$ cat config.mk
export PLATFORM = sky130hd
export DESIGN_NAME = i2c_txq
export DESIGN_NICKNAME = d
export VERILOG_FILES = /design/src/rtl/i2c_txq_pkg.sv /design/src/rtl/txq_store.sv /design/src/rtl/txq_drain.sv /design/src/rtl/txq_irq.sv /design/src/rtl/i2c_txq.sv
export SDC_FILE = /design/constraint.sdc
export NUM_CORES = 1
export LEC_CHECK = 0
export ABC_AREA = 1
export BUFFER_PORTS_ARGS = -buffer_cell sky130_fd_sc_hd__buf_4
export CAP_MARGIN = 5
export CORE_ASPECT_RATIO = 0.5
export CORE_MARGIN = 2
export CORE_UTILIZATION = 52
export CTS_CLUSTER_SIZE = 28
export DETAILED_ROUTE_END_ITERATION = 10
export PLACE_DENSITY = 0.8
export SETUP_SLACK_MARGIN = 0.05
export SYNTH_ARGS = -nofsm -noshare
export SYNTH_HDL_FRONTEND = slang
export SYNTH_SLANG_ARGS = --single-unit
$ cat constraint.sdc
create_clock -name clk -period 7 [get_ports clk]
set_input_delay 1.05 -clock clk [delete_from_list [all_inputs] [get_ports clk]]
set_output_delay 1.05 -clock clk [all_outputs]
set_load 0.05 [all_outputs]
$ cat src/rtl/i2c_txq_pkg.sv
package i2c_txq_pkg;
  localparam int RegAw = 3;
  localparam logic [RegAw-1:0] ADDR_DATA  = 3'd0;
  localparam logic [RegAw-1:0] ADDR_CTRL  = 3'd1;
  localparam logic [RegAw-1:0] ADDR_QSTAT = 3'd2;
  localparam logic [RegAw-1:0] ADDR_IEN   = 3'd3;
  localparam logic [RegAw-1:0] ADDR_ISTAT = 3'd4;

  localparam int CTRL_FLUSH_BIT = 7;
  localparam int CTRL_EN_BIT    = 6;
  localparam int QSTAT_EMPTY_BIT = 4;

  localparam int IS_NAK   = 0;
  localparam int IS_EMPTY = 1;
  localparam int IS_ERR   = 2;
  localparam int IS_SESS  = 3;
  localparam int IS_RDC   = 4;
  localparam int IS_BUSY  = 7;

  localparam logic [7:0] ISTAT_VALID = 8'h9F;
  localparam logic [7:0] IEN_VALID   = 8'h1B;
endpackage

$ cat src/rtl/txq_store.sv
module txq_store #(
  parameter int DEPTH = 64,
  parameter int DW    = 8,
  localparam int PW   = (DEPTH > 1) ? $clog2(DEPTH) : 1,
  localparam int CW   = $clog2(DEPTH + 1)
) (
  input  logic          clk,
  input  logic          rst_n,
  input  logic          push,
  input  logic          pop,
  input  logic          flush,
  input  logic [DW-1:0] din,
  output logic [DW-1:0] dout,
  output logic [CW-1:0] count,
  output logic          empty,
  output logic          full
);
  logic [DW-1:0] mem [DEPTH];
  logic [PW-1:0] wptr, rptr;
  logic push_ok, pop_ok;

  assign empty   = (count == '0);
  assign full    = (count == CW'(DEPTH));
  assign push_ok = push && !full;
  assign pop_ok  = pop && !empty;
  assign dout    = mem[rptr];

  function automatic logic [PW-1:0] bump(input logic [PW-1:0] p);
    return (p == PW'(DEPTH - 1)) ? '0 : p + 1'b1;
  endfunction

  always_ff @(posedge clk) begin
    if (push_ok && !flush) mem[wptr] <= din;
  end

  always_ff @(posedge clk) begin
    if (!rst_n || flush) begin
      wptr  <= '0;
      rptr  <= '0;
      count <= '0;
    end else begin
      if (push_ok) wptr <= bump(wptr);
      if (pop_ok)  rptr <= bump(rptr);
      case ({push_ok, pop_ok})
        2'b10:   count <= count + 1'b1;
        2'b01:   count <= count - 1'b1;
        default: count <= count;
      endcase
    end
  end

  // count never exceeds the depth
  a_r4_no_overflow: assert property (@(posedge clk) disable iff (!rst_n)
    count <= CW'(DEPTH));
  // a push into a full queue leaves the count unchanged
  a_r4_full_drop: assert property (@(posedge clk) disable iff (!rst_n)
    (full && push && !pop && !flush) |=> (count == $past(count)));
endmodule

$ cat src/rtl/txq_drain.sv
module txq_drain #(
  parameter int DW = 8
) (
  input  logic          clk,
  input  logic          rst_n,
  input  logic          enable,
  input  logic          flush,
  input  logic          ctl_wr,
  input  logic          empty,
  input  logic [DW-1:0] head,
  output logic          tx_valid,
  input  logic          tx_ready,
  output logic [DW-1:0] tx_byte,
  input  logic          ack_valid,
  input  logic          ack_nak,
  output logic          pop,
  output logic          nak_evt
);
  logic waiting, halted;

  assign tx_valid = enable && !empty && !halted && !waiting;
  assign tx_byte  = head;
  assign pop      = tx_valid && tx_ready;
  assign nak_evt  = waiting && ack_valid && ack_nak;

  always_ff @(posedge clk) begin
    if (!rst_n) begin
      waiting <= 1'b0;
      halted  <= 1'b0;
    end else begin
      if (pop) waiting <= 1'b1;
      else if (ack_valid) waiting <= 1'b0;
      if (flush) halted <= 1'b0;
      else if (nak_evt) halted <= 1'b1;
    end
  end

  // nothing offered while a byte awaits its acknowledge
  a_r5_one_in_flight: assert property (@(posedge clk) disable iff (!rst_n)
    pop |=> !tx_valid);
  // a NAK stops the stream until a flush
  a_r6_nak_halts: assert property (@(posedge clk) disable iff (!rst_n)
    (nak_evt && !flush) |=> !tx_valid);
  // offered byte holds under back-pressure
  a_r12_hold: assert property (@(posedge clk) disable iff (!rst_n)
    (tx_valid && !tx_ready && !ctl_wr) |=> (tx_valid && $stable(tx_byte)));
endmodule

$ cat src/rtl/txq_irq.sv
module txq_irq
  import i2c_txq_pkg::*;
(
  input  logic       clk,
  input  logic       rst_n,
  input  logic [7:0] set_vec,
  input  logic       stat_wr,
  input  logic       ien_wr,
  input  logic [7:0] wdata,
  output logic [7:0] stat,
  output logic [7:0] ien,
  output logic       irq
);
  logic [7:0] clr;

  assign clr = stat_wr ? (wdata & ISTAT_VALID) : 8'h00;
  assign irq = |(stat & ien);

  always_ff @(posedge clk) begin
    if (!rst_n) begin
      stat <= 8'h00;
      ien  <= 8'h00;
    end else begin
      stat <= ((stat & ~clr) | set_vec) & ISTAT_VALID;
      if (ien_wr) ien <= wdata & IEN_VALID;
    end
  end

  // reserved status bits never set
  a_r9_reserved_zero: assert property (@(posedge clk) disable iff (!rst_n)
    (stat & ~ISTAT_VALID) == 8'h00);
  // interrupt only from an enabled bit
  a_r10_irq_source: assert property (@(posedge clk) disable iff (!rst_n)
    irq |-> (ien != 8'h00));
  // a write-1 clears a bit that no event sets
  a_r8_w1c: assert property (@(posedge clk) disable iff (!rst_n)
    (stat_wr && wdata[IS_ERR] && !set_vec[IS_ERR]) |=> !stat[IS_ERR]);
endmodule

$ cat src/rtl/i2c_txq.sv
module i2c_txq
  import i2c_txq_pkg::*;
#(
  parameter int DEPTH = 64,
  localparam int CW = $clog2(DEPTH + 1)
) (
  input  logic        clk,
  input  logic        rst_n,
  input  logic        reg_wr,
  input  logic [2:0]  reg_addr,
  input  logic [31:0] reg_wdata,
  output logic [31:0] reg_rdata,
  output logic        tx_valid,
  input  logic        tx_ready,
  output logic [7:0]  tx_byte,
  input  logic        ack_valid,
  input  logic        ack_nak,
  input  logic [3:0]  ext_evt,
  output logic        irq
);
  logic enable, flush, ctl_wr, push, pop, empty, full, nak_evt, empty_evt;
  logic [7:0] head, set_vec, stat, ien;
  logic [CW-1:0] count;

  assign ctl_wr = reg_wr && (reg_addr == ADDR_CTRL);
  assign flush  = ctl_wr && reg_wdata[CTRL_FLUSH_BIT];
  assign push   = reg_wr && (reg_addr == ADDR_DATA) && enable;

  always_ff @(posedge clk) begin
    if (!rst_n) enable <= 1'b0;
    else if (ctl_wr) enable <= reg_wdata[CTRL_EN_BIT];
  end

  txq_store #(.DEPTH(DEPTH), .DW(8)) u_store (
    .clk(clk), .rst_n(rst_n), .push(push), .pop(pop), .flush(flush),
    .din(reg_wdata[7:0]), .dout(head), .count(count), .empty(empty), .full(full)
  );

  txq_drain #(.DW(8)) u_drain (
    .clk(clk), .rst_n(rst_n), .enable(enable), .flush(flush), .ctl_wr(ctl_wr),
    .empty(empty), .head(head), .tx_valid(tx_valid), .tx_ready(tx_ready),
    .tx_byte(tx_byte), .ack_valid(ack_valid), .ack_nak(ack_nak),
    .pop(pop), .nak_evt(nak_evt)
  );

  assign empty_evt = pop && (count == CW'(1)) && !push;

  always_comb begin
    set_vec           = 8'h00;
    set_vec[IS_NAK]   = nak_evt;
    set_vec[IS_EMPTY] = empty_evt;
    set_vec[IS_ERR]   = ext_evt[0];
    set_vec[IS_SESS]  = ext_evt[1];
    set_vec[IS_RDC]   = ext_evt[2];
    set_vec[IS_BUSY]  = ext_evt[3];
  end

  txq_irq u_irq (
    .clk(clk), .rst_n(rst_n), .set_vec(set_vec),
    .stat_wr(reg_wr && (reg_addr == ADDR_ISTAT)),
    .ien_wr(reg_wr && (reg_addr == ADDR_IEN)),
    .wdata(reg_wdata[7:0]), .stat(stat), .ien(ien), .irq(irq)
  );

  always_comb begin
    reg_rdata = 32'h0;
    case (reg_addr)
      ADDR_CTRL:  reg_rdata[CTRL_EN_BIT] = enable;
      ADDR_QSTAT: reg_rdata[QSTAT_EMPTY_BIT] = empty;
      ADDR_IEN:   reg_rdata[7:0] = ien;
      ADDR_ISTAT: reg_rdata[7:0] = stat;
      default:    reg_rdata = 32'h0;
    endcase
  end

  // reserved positions read back as zero
  a_r9_read_reserved: assert property (@(posedge clk) disable iff (!rst_n)
    (reg_addr == ADDR_ISTAT) |-> ((reg_rdata & 32'hFFFFFF60) == 32'h0));
  // a write while off never grows the queue
  a_r3_off_drop: assert property (@(posedge clk) disable iff (!rst_n)
    (!enable && !pop) |=> (count == $past(count) || count == '0));
endmodule

# After elaboration in Yosys (flattened, before gate mapping)
# Memory sizes are Yosys's and may differ from the RTL's. A register that Yosys moved wholly into a read port is not among the register bits.
# Index checks and enable logic that the tools add are counted.
# word_totals
out_inout_bits,42
ff_bits,34
mem_bits_rw,512
word_cells,75
in_bits,45
n_memories,1
# mem_list
name,words,width,rd,rd_clocked_by_memory_dff,wr,line_no,rtl
u_store.mem,64,8,1,1,1,txq_store.sv:18,logic [DW-1:0] mem [DEPTH];
# classes
eq_ne,10
reduce_logical,31
mux,15
n_addsub,4
bitwise_logic,5
# op_table
cell,count
$mux 6,4
$logic_and 1x1->1,17
$pmux 7 s2,1
$add 6x1->6 const B,2
$eq 6x6->1 const B,2
$and 8x5->8,1
$and 8x8->8,1
$mux 8,1
$not 8->8,1
$or 8x8->8,1
$pmux 4 s2,1
$reduce_or 8->1,1
$add 7x1->7 const B,1
$eq 7x1->1 const B,1
$eq 7x7->1 const B,1
$logic_not 1->1,7
$logic_not 7->1,1
$sub 7x1->7 const B,1
$eq 3x2->1 const B,2
$mux 1,6
$reduce_bool 2->1,2
$eq 3x1->1 const B,1
$eq 3x3->1 const B,1
$logic_not 3->1,1
other kinds (7),7

# Depth between registers and ports, before layout
# logic_depth
depth_word,9
ltp_mapped,14
depth_no_buf,14

# Hierarchy
# Synthesis repeated with hierarchy kept, for this count alone.
# unflattened
cells_unflattened,2120
hier_area_um2,23331.1
# by_module_without_submodules
mod,area_each_um2,cells_each,seq_area_each_um2,instances
txq_store,22286.4,1957,15875.2,1
i2c_txq,445.4,79,20.0,1
txq_irq,425.4,60,200.2,1
txq_drain,173.9,24,40.0,1

# Worst setup path after synthesis
# Ideal clock, no wire load.
# synth_path
kind,input to output
start,input port reg_addr[1]
end,output port reg_rdata[1]
required_time_ps,5950
path_buffers,0
path_slack_ps,3513
t_arrival_ps,2437
cell_stages,5
path_cell_list,nor2_1 -> inv_1 -> nor2_1 -> inv_1 -> o22ai_1
# synth_via
elab_chain_cells,2
elab_cells_between_ends,3
classes_between,eq/ne (2); mux (1)
# synth_lines
element,line_no,rtl
"start, declared",i2c_txq.sv:10,"input logic [2:0] reg_addr,"
$eq 3x3->1 or $eq 3x2->1 (tied branches),i2c_txq.sv:67,case (reg_addr)
$pmux 4 s2 *,i2c_txq.sv:67,
"end, declared",i2c_txq.sv:12,"output logic [31:0] reg_rdata,"
# Every way passes the cells marked *; elsewhere a longest branch is shown, timed or not.

==> impl_metrics.ini <==
[clock_network]
deepest_clock_path_buffer_count = 3
clk-insertion-delay-late_ps = 580
holdBufCountCts = 0
tritoncts_num_sinks = 550
h-tree-depth = 2
postCtsResizedCells = 0
tritoncts.num_buffers = 48
cts_post_setup_buffers_inserted = 0
cts.clk_slew.worst_paths_ps = 60
cts_tree = done
clock_tree.root_cell = clkbuf_16

[routing]
drt_drc_violations_left = 0
via_count = 15600
dr.pass1.iters = 5
antenna_violating_nets_post_route = 0
routed_wire_length_per_instance_um = 20.1
dr.first_iter.drc_count = 2086
totalWireLength_mm = 53.6
routed_via_density = 5.83

[synth]
muxShareOfSynthArea_pct = 0
yosys_warnings = 0
synth_area_leader_cell = edfxtp_1
synth.yosys.seq_area_share_pct = 70.4
synth-main-ff-cell = edfxtp_1
synth_cell_types = 34
library_cell_with_the_highest_instance_count_after_synthesis = nand2_1
yosys.area_share.adder_pct = 0.328
synth-seq-cells = 550
synth_simple_gate_area_share_pct = 23.7
mapped_cells = 2062
synth.avg_cell_area_um2 = 11.1
compound_gate_fraction_of_synth_area_pct = 1.43
mappedNetlistArea_um2 = 22900
yosys.area.top_type_share_pct = 67.1
synth_common_cells = nand2_1, edfxtp_1, nand3_1
synth_top_family_by_area = simple AND/OR/NAND/NOR gates
yosys-top-cells-area = edfxtp_1, nand2_1, nand3_1
synth-edff-count = 512
parity_gate_share_of_the_synthesized_area_counting_xor_and_xnor_cells_pct = 0.115
synthArstFlopShare_pct = 0

[die]
fp.coreArea_um2 = 43500
dieHeight_um = 152
start_util_pct = 52.7
die-area_um2 = 45900
rows = 54
chipWidth_um = 301
boundaryPins = 87

[power_and_ir_drop]
proportion_of_total_power_due_to_net_switching_pct = 20.1
power.share.sequential_pct = 56.4
power.share.clock_pct = 41.8
peakVddDrop_uv = 182
power.share.combinational_pct = 1.8
p_int_mw = 5.09
switchingPower_mw = 1.28
leakagePower_nw = 8.93
p_per_area_nw_per_um2 = 255

[outcome]
outcome = finished clean

[worst_setup_path]
start_kind = register
worst-path-max-fanout = 141
critPathRequiredTime_ps = 5950
timing.reg2reg.worst_path_depth = 8
crit_type = register to primary output
rrSetupSlack_ps = 4070
rr_endpoint = u_store.mem[13][0]
crit_path_end_kind = primary output
timing.critical_path.arrival_ps = 3810
regToRegStartpoint = u_store.count[0]

[timing]
slew-limit-headroom_pct = 24.2
timing.hold.ws_ps = 459
final_min_period_over_clock_period_pct = 69.4
maximum_operating_frequency_mhz = 206
grt_setup_unrepaired = false
final-max-slew-violation-count = 0
hold_violations = 0
final_period_minus_worst_setup_slack_ps = 4860
setup_tns_ps = 0
report.final.setup_viol = 0
skew_ps = 19.2
timing_worst_slew_pin_value_ps = 1140

[min_path]
hold_path_end = u_drain.halted
worst_hold_startpoint = u_drain.halted
holdCritPathClass = register to register
holdPathStages = 2

[global_routing]
first_pass_grt_wire_length_mm = 81.2
gr-total-overflow = 0
globalRouteTotalUtil_pct = 23.0
grt_max_degree = 223
grt_pass1_vias = 14700
initial_antenna_violation_count = 0

[cells_and_area]
drive_above_1_share_pct = 6.67
antenna_cells_inserted = 0
area.growth.synth_to_final_pct = 8.97
final_net_count = 2095

[job]
max_cap_violations = 0

[place]
detailed_place_hpwl_mm = 29.1
place.gp.congestion = 0.871
io_buffers = 37
## cells in the final DEF (no fill, tap or decap), types with 4 or more instances in the layout
| master | netlist | final |
|---|---|---|
| clkinv_1 | 0 | 10 |
| dfxtp_1 | 38 | 35 |
| nand3_4 | 4 | 4 |
| clkbuf_16 | 0 | 50 |
| buf_4 | 38 | 44 |
| ha_1 | 6 | 6 |
| clkbuf_1 | 20 | 8 |
| nand2_1 | 690 | 690 |
| edfxtp_1 | 512 | 512 |
| clkinv_2 | 0 | 9 |
| o21ai_0 | 19 | 19 |
| inv_1 | 43 | 42 |
| nor2_1 | 91 | 91 |
| bufinv_16 | 0 | 4 |
| nand3_1 | 457 | 457 |
| nand4_1 | 5 | 5 |
| conb_1 | 1 | 25 |
| a21oi_1 | 25 | 25 |
## cells by family after synthesis
kind of cell,after synthesis
xor+xnor,3
flops,550
fa+ha+maj,6
other cells,1
simple gates,1260
compound gates,58
buf+inv,184
## cell type report
| cell class | count | area (um^2) |
|---|---|---|
| Clock inverter | 30 | 277 |
| Timing Repair Buffer | 46 | 370 |
| Multi-Input combinational cell | 1352 | 5960 |
| Fill cell | 3321 | 18500 |
| Tap cell | 588 | 736 |
| Inverter | 46 | 180 |
| Sequential cell | 550 | 16100 |
| Clock buffer | 60 | 1310 |
## worst max path at each step
stage	from	endpoint	slack, ps	depth (start not counted)
after floorplan	reg_addr[1]	reg_rdata[1]	3510	5
after global placement	register	tx_byte[2]	2910	10
after detailed placement	register	tx_byte[6]	2890	11
after CTS	register	tx_byte[0]	2300	10
after global routing	register	tx_byte[6]	2030	11
final	register	tx_byte[3]	2140	11
## power groups by stage
stage               registers [mW]  clock network [mW]  logic [mW]
floorplan                     3.66                   0      0.0579
global placement              3.66                   0       0.110
detailed placement            3.66                   0       0.113
CTS                           3.59                2.67       0.114
global route                  3.59                2.80       0.122
finish                        3.59                2.66       0.116
## sequential cells by signal, summed over array words and instances (netlist names), named ones only
name,flops
u_store.mem,512
u_store.count,7
u_irq.stat,6
u_store.rptr,6
u_store.wptr,6
u_irq.ien,4
enable,1
u_drain.halted,1
u_drain.waiting,1
## metal layers
| layer | global-route usage, % | wire (um) | up-vias |
|---|---|---|---|
| met5 | 0 | 0 | - |
| met2 | 37.5 | 25800 | 929 |
| met3 | 3.91 | 5320 | 150 |
| li1 | - | - | 7081 |
| met1 | 31.0 | 20600 | 7409 |
| met4 | 8.84 | 1860 | 0 |
## critical path, cell delays in order, from the launching register on
cell and delay, ps:
dfxtp_4 490, inv_6 800, buf_12 490, nand2_1 120, nand3_1 100, nand3_1 120
nand2_1 110, nand2_1 50, nand3_1 250, nand3_1 130, nand2_1 140, buf_4 220
## metrics by stage
| stage | total power, mW | area (um^2) | setup slack, ps | std cells | util (%) |
|---|---|---|---|---|---|
| 2_1_floorplan | 3.72 | 23000 | 3510 | 2086 | - |
| 3_3_place_gp | 3.77 | 23400 | 2910 | 2582 | 53.8 |
| 3_5_place_dp | 3.78 | 23400 | 2890 | 2582 | 53.8 |
| 4_1_cts | 6.37 | 25000 | 2300 | 2672 | 57.4 |
| 5_1_grt | 6.51 | 25000 | 2030 | 2672 | 57.4 |
| 6_report | 6.37 | 25000 | 2140 | 2672 | 57.4 |
Power figures use the tool's default switching activity.
